<file path="src/rtl/hz_pkg.sv">
// Shared sizes and the forward-select encoding for the early-branch unit.
// Assumes 32 architectural registers and register 0 hard-wired to zero.
package hz_pkg;
    localparam int REG_W_DEF  = 5;
    localparam int DATA_W_DEF = 32;

    // Source of one comparator operand
    typedef enum logic {
        SRC_REGFILE = 1'b0,
        SRC_MEM_ALU = 1'b1
    } opsrc_e;
endpackage

</file>
<file path="src/rtl/hz_src_match.sv">
// Compares both Decode source numbers against one stage destination.
// Assumes register number 0 is never a real dependence.
module hz_src_match #(
    parameter int REG_W = hz_pkg::REG_W_DEF
) (
    input  logic [REG_W-1:0] rs,
    input  logic [REG_W-1:0] rt,
    input  logic [REG_W-1:0] dst,
    output logic             hit_rs,
    output logic             hit_rt
);
    localparam logic [REG_W-1:0] ZERO_REG = '0;

    // Raise a hit only for a nonzero source that equals the destination
    always_comb begin
        hit_rs = (rs != ZERO_REG) && (rs == dst);
        hit_rt = (rt != ZERO_REG) && (rt == dst);
    end
endmodule

</file>
<file path="src/rtl/hz_branch_cmp.sv">
// Selects each comparator operand (register file or Memory ALU result)
// and tests them for equality. Assumes the selects are already qualified.
module hz_branch_cmp #(
    parameter int DATA_W = hz_pkg::DATA_W_DEF,
    parameter int N_OPS  = 2
) (
    input  logic [N_OPS-1:0]             sel,
    input  logic [N_OPS-1:0][DATA_W-1:0] rf_val,
    input  logic [DATA_W-1:0]            mem_val,
    output logic                         equal
);
    logic [N_OPS-1:0][DATA_W-1:0] opnd;

    generate
        for (genvar i = 0; i < N_OPS; i++) begin : g_op
            // Pick the operand source for comparator input i
            always_comb begin
                opnd[i] = (hz_pkg::opsrc_e'(sel[i]) == hz_pkg::SRC_MEM_ALU)
                          ? mem_val : rf_val[i];
            end
        end
    endgenerate

    // Equality of the two selected operands
    always_comb begin
        equal = (opnd[0] == opnd[1]);
    end
endmodule

</file>
<file path="src/rtl/hz_stall_ctrl.sv">
// Combines the stage matches into stall, flush and redirect controls.
// Assumes a stall always wins over a taken branch.
module hz_stall_ctrl (
    input  logic br,
    input  logic eq,
    input  logic e_hit,
    input  logic m_hit,
    input  logic wr_e,
    input  logic ld_e,
    input  logic ld_m,
    output logic stall,
    output logic flush_dec,
    output logic flush_ex,
    output logic pcsrc
);
    logic load_use;
    logic br_wait_e;
    logic br_wait_m;

    // Classify the three stall causes
    always_comb begin
        load_use  = ld_e & e_hit;
        br_wait_e = br & wr_e & e_hit;
        br_wait_m = br & ld_m & m_hit;
    end

    // Derive hold, bubble and redirect with the stall taking priority
    always_comb begin
        stall     = load_use | br_wait_e | br_wait_m;
        flush_ex  = stall;
        pcsrc     = br & eq & ~stall;
        flush_dec = pcsrc;
    end
endmodule

</file>
<file path="src/rtl/hz_early_branch.sv">
// Hazard and forwarding control for a Decode-stage equality branch.
// Assumes the register file writes early and reads late in a cycle,
// so Writeback results need no bypass.
module hz_early_branch #(
    parameter int REG_W  = hz_pkg::REG_W_DEF,
    parameter int DATA_W = hz_pkg::DATA_W_DEF
) (
    input  logic [REG_W-1:0]  rs_d,
    input  logic [REG_W-1:0]  rt_d,
    input  logic              br_d,
    input  logic [DATA_W-1:0] rd1_d,
    input  logic [DATA_W-1:0] rd2_d,
    input  logic [DATA_W-1:0] alu_out_m,
    input  logic [REG_W-1:0]  dst_e,
    input  logic              wr_e,
    input  logic              ld_e,
    input  logic [REG_W-1:0]  dst_m,
    input  logic              wr_m,
    input  logic              ld_m,
    output logic              fwd_a_d,
    output logic              fwd_b_d,
    output logic              eq_d,
    output logic              pcsrc_d,
    output logic              stall_f,
    output logic              stall_d,
    output logic              flush_d,
    output logic              flush_e
);
    logic e_rs, e_rt, m_rs, m_rt;
    logic stall;
    logic [1:0]             sel;
    logic [1:0][DATA_W-1:0] rf_val;

    hz_src_match #(.REG_W(REG_W)) u_match_e (
        .rs(rs_d), .rt(rt_d), .dst(dst_e), .hit_rs(e_rs), .hit_rt(e_rt)
    );

    hz_src_match #(.REG_W(REG_W)) u_match_m (
        .rs(rs_d), .rt(rt_d), .dst(dst_m), .hit_rs(m_rs), .hit_rt(m_rt)
    );

    // Forward from Memory only for a non-load register writer
    always_comb begin
        fwd_a_d   = wr_m & ~ld_m & m_rs;
        fwd_b_d   = wr_m & ~ld_m & m_rt;
        sel       = {fwd_b_d, fwd_a_d};
        rf_val[0] = rd1_d;
        rf_val[1] = rd2_d;
    end

    hz_branch_cmp #(.DATA_W(DATA_W), .N_OPS(2)) u_cmp (
        .sel(sel), .rf_val(rf_val), .mem_val(alu_out_m), .equal(eq_d)
    );

    hz_stall_ctrl u_ctrl (
        .br(br_d), .eq(eq_d),
        .e_hit(e_rs | e_rt), .m_hit(m_rs | m_rt),
        .wr_e(wr_e), .ld_e(ld_e), .ld_m(ld_m),
        .stall(stall), .flush_dec(flush_d), .flush_ex(flush_e),
        .pcsrc(pcsrc_d)
    );

    // Fetch holds whenever Decode holds
    always_comb begin
        stall_f = stall;
        stall_d = stall;
    end
endmodule

</file>
<file path="config.mk">
export PLATFORM = sky130hd
export DESIGN_NAME = hz_early_branch
export DESIGN_NICKNAME = d
export VERILOG_FILES = /design/src/rtl/hz_pkg.sv /design/src/rtl/hz_src_match.sv /design/src/rtl/hz_branch_cmp.sv /design/src/rtl/hz_stall_ctrl.sv /design/src/rtl/hz_early_branch.sv
export SDC_FILE = /design/constraint.sdc
export NUM_CORES = 1
export LEC_CHECK = 0
export BUFFER_PORTS_ARGS = -buffer_cell sky130_fd_sc_hd__buf_2
export CAP_MARGIN = 20
export CORE_MARGIN = 1
export CORE_UTILIZATION = 45
export DETAILED_ROUTE_END_ITERATION = 10
export PLACE_DENSITY_LB_ADDON = 0.3
export SETUP_SLACK_MARGIN = 0.02
export SYNTH_ARGS = -nofsm -noshare
export SYNTH_HDL_FRONTEND = slang
export SYNTH_SLANG_ARGS = --single-unit
</file>
<file path="constraint.sdc">
create_clock -name vclk -period 4.2
set_input_delay 0.42 -clock vclk [all_inputs]
set_output_delay 0.42 -clock vclk [all_outputs]
set_load 0.02 [all_outputs]
</file>
# Yosys cells after proc, flatten, opt, wreduce, memory -nomap -nowiden
# Cells that the tools add are included.
# op_classes
eq_ne	5
n_mux	2
n_bitwise	16
n_reduce_logical	6
# ops
op	count
$mux 32	2
$eq 32x32->1	1
$eq 5x5->1	4
$and 1x1->1	10
$reduce_bool 5->1	2
$logic_and 1x1->1	4
$or 1x1->1	4
$not 1->1	2
# totals
register_bits	0
inputBits	121
output_inout_bits	8
elab_cells	29

# Depth between registers and ports, before layout
# depth
ltp_word	8
depth_mapped	11
depth_no_buf	8

# Cells and area by module
# Synthesis repeated with hierarchy kept, for this count alone.
# unflattened
hier_cells	188
hier_area_um2	1524.0
# modules_own_cells
module	instances	cells_each	area_per_inst_um2	seq_area_each_um2
hz_branch_cmp	1	140	1154.9	0.0
hz_src_match	2	18	140.1	0.0
hz_stall_ctrl	1	7	50.0	0.0
hz_early_branch	1	5	38.8	0.0

# Worst setup path before layout
# Ideal clock, no wire load.
# synth_timing
path_type	input-to-output
from	input port wr_m
to	output port pcsrc_d
arrival_ps	3123
required_ps	3780
setup_slack_ps	657
cell_stages	10
path_buffers	2
cell_sequence	nor2b_1 > buf_2 > nand4_1 > nor2_1 > a32o_1 > o21ai_0 > a2111o_1 > or4_1 > nor3_2 > buf_4
# synth_via
elab_chain_len	6
elab_cells_between_ends	8
cone_classes	1 x eq/ne; 2 x mux; 5 x bitwise
# synth_rtl
element	line_no	text
start, declared	hz_early_branch.sv:18	input logic wr_m,
$and 1x1->1 (2 in a row)	hz_early_branch.sv:44	fwd_a_d = wr_m & ~ld_m & m_rs;
via fwd_a_d	hz_early_branch.sv:20	output logic fwd_a_d,
$mux 32	hz_branch_cmp.sv:19	? mem_val : rf_val[i];
$eq 32x32->1	hz_branch_cmp.sv:26	equal = (opnd[0] == opnd[1]);
$and 1x1->1 (2 in a row)	hz_stall_ctrl.sv:31	pcsrc = br & eq & ~stall;
end, declared	hz_early_branch.sv:23	output logic pcsrc_d,
# The timed path passes the listed nets, and every way through them passes these cells.

# Final worst setup path
# layout_timing
from	input port rs_d[1]
to	output port flush_d
# layout_via
elab_chain_len	8
elab_cells_between_ends	18
cone_classes	3 x eq/ne; 1 x mux; 11 x bitwise; 3 x reduce/logical
# layout_rtl
element	line_no	text
start, declared	hz_early_branch.sv:8	input logic [REG_W-1:0] rs_d,
parallel branches: the longest is 7 deep, another holds $mux 32	--	
$and 1x1->1 *	hz_stall_ctrl.sv:31	
end, declared	hz_early_branch.sv:26	output logic flush_d,
# Every way passes the cells marked *.

==> flow_summary.ini <==
[routing]
routed-via-count = 2684
drc = 0
via_per_inst = 6.38
wl_per_cell_microns = 15.2
drt-initial-drc-count = 265
drt.antenna.violating_nets = 0
drt_pass1_iterations = 5
finalWirelength_mm = 6.41

[final_layout]
fill_cells = 393
clkbuf_count = 0
seq_cell_count = 0
antennaDiodeCount = 0
fin_area_sq_mm = 0.00259
drive_gt1_share_pct = 40.4
ff_latch_area_sq_um = 0
nets = 494
area_growth_pct = 34.2
utilization_pct = 63.9

[pwr]
vdd_ir_drop_max_v = 0.0000593
swShare_pct = 50.9
power.clock.fraction_pct = 0
p_sw_w = 0.000129
p_leak_nw = 1.12
intPower_w = 0.000124
p_per_area_mw_per_mm2 = 97.6
pwr-share-comb_pct = 100.0
seq_power_share_pct = 0

[sta]
finalMaxSlewViolations = 0
slew_headroom_pct = 62.1
holdWs_ns = 1.38
fin_crit_ns = 3.77
post-route-period-util_pct = 89.9
finalSetupViolCount = 0
fmax_ghz = 0.265
timing.setup.tns_ns = 0
hold_viol = 0
rsz0062_at_grt = no
worstMarginPinSlew_ns = 0.553

[global_route]
antenna_found_initial = 0
grt_max_degree = 34
gr-usage-all-layers_pct = 26.2
grt_pass1_vias = 2199
grt_overflow = 0
grt_pass1_wl_mm = 9.65

[floorplan]
io_pins = 129
core_sq_mm = 0.00406
die_area_sq_mm = 0.00456
die_h_microns = 67.5
initial_core_util_pct = 47.6
rows = 23
die_w_microns = 67.5

[synthesis]
ys_warn_count = 0
ys_seq_area_share_pct = 0
netlist_area_sq_mm = 0.00193
synth_cell_types = 48
synth_nets = 378
syn_avg_cell_area_sq_um = 7.52
netlist_instances = 257

[run_status]
run_status = complete, no violations

[worst_setup_path]
crit_type = in -> out
end_kind = output pin
worstPathMaxFanout = 18
critPathLaunchType = input port
cp.required_ns = 3.78
crit_arrival_ns = 3.35

[placement]
hpwl_mm = 4.97
place.gp.congestion = 0.933
portBuffers = 129
place_area_sq_mm = 0.00259

[hold_path]
hold_path_class = in -> out

[clock_network]
cts_setup_buffers = 0
cts_hold_buf = 0
cts.repair.resized = 0

[run]
drv_cap = 0
-- per-stage QoR --
stage,worst slack (ns),power [W],std cells
floorplan,0.657,0.000142,257
global placement,0.512,0.000246,421
detailed placement,0.465,0.000250,421
CTS,0.457,0.000252,421
global route,0.268,0.000277,421
finish,0.425,0.000253,421
-- power by group through the flow --
stage	combinational (W)	sequential, W	clock [W]
final	0.000253	0	0
after global placement	0.000246	0	0
after detailed placement	0.000250	0	0
after global routing	0.000277	0	0
after floorplan	0.000142	0	0
after CTS	0.000252	0	0
-- cell usage in the layout (no fill, tap or decap), drive strengths merged, types with 3 or more instances in the layout --
cell type,count
nor3,7
nor2,5
a32oi,27
nand2,4
a221o,26
o221ai,26
xor2,6
a21oi,5
o211ai,3
buf,135
or2,4
xnor2,46
a32o,4
or4,4
o21ai,3
nor4,10
or3,3
nand3,3
inv,29
-- worst paths after layout --
check / end / start / depth (start not counted)
setup / recovery: flush_d / rs_d[1] / 11
hold / removal: flush_e / br_d / 4
-- cell families after synthesis --
group | count (synthesis) | synth area share, %
compound gates | 109 | 50.7
xor+xnor | 52 | 23.9
simple gates | 45 | 14.1
mux | 1 | 0.518
buf+inv | 50 | 10.7
-- per-layer routing --
layer	track usage, %	part of all wire [%]	vias to the layer above
met1	36.7	44	1236
met5	0	0	-
met3	1.18	7.7	8
li1	-	-	1305
met4	2.39	0.89	0
met2	45.2	47	135
-- worst max-delay path, cell delays in order --
cell and delay, ns:
buf_2 0.13, or4_4 0.56, o211ai_4 0.31, o22ai_1 0.19, nand3b_2 0.24, buf_4 0.28, a32oi_1 0.08, a31o_2 0.24
or4_1 0.52, nor3_2 0.18, buf_2 0.20
-- area by class of cell --
type | count | area [sq um] | share of cell area, %
inverters | 29 | 109 | 4.20
multi-input cells | 207 | 1730 | 66.8
well taps | 50 | 62.6 | 2.41
repair buffers | 135 | 691 | 26.6
-- synthesized netlist by cell type, types with 4 or more instances --
library cell | count | share of area [%]
a21oi_1 | 5 | 1.3
a221o_1 | 26 | 13
a32o_1 | 4 | 2.1
a32oi_1 | 27 | 12
buf_2 | 6 | 1.6
clkbuf_1 | 10 | 1.9
inv_1 | 29 | 5.6
nand2_1 | 4 | 0.78
nor2_1 | 4 | 0.78
nor3_1 | 5 | 1.3
nor4_1 | 10 | 3.2
o221ai_1 | 26 | 12
xnor2_1 | 45 | 20
xor2_1 | 6 | 2.7
(Power assumes the default switching activity.)
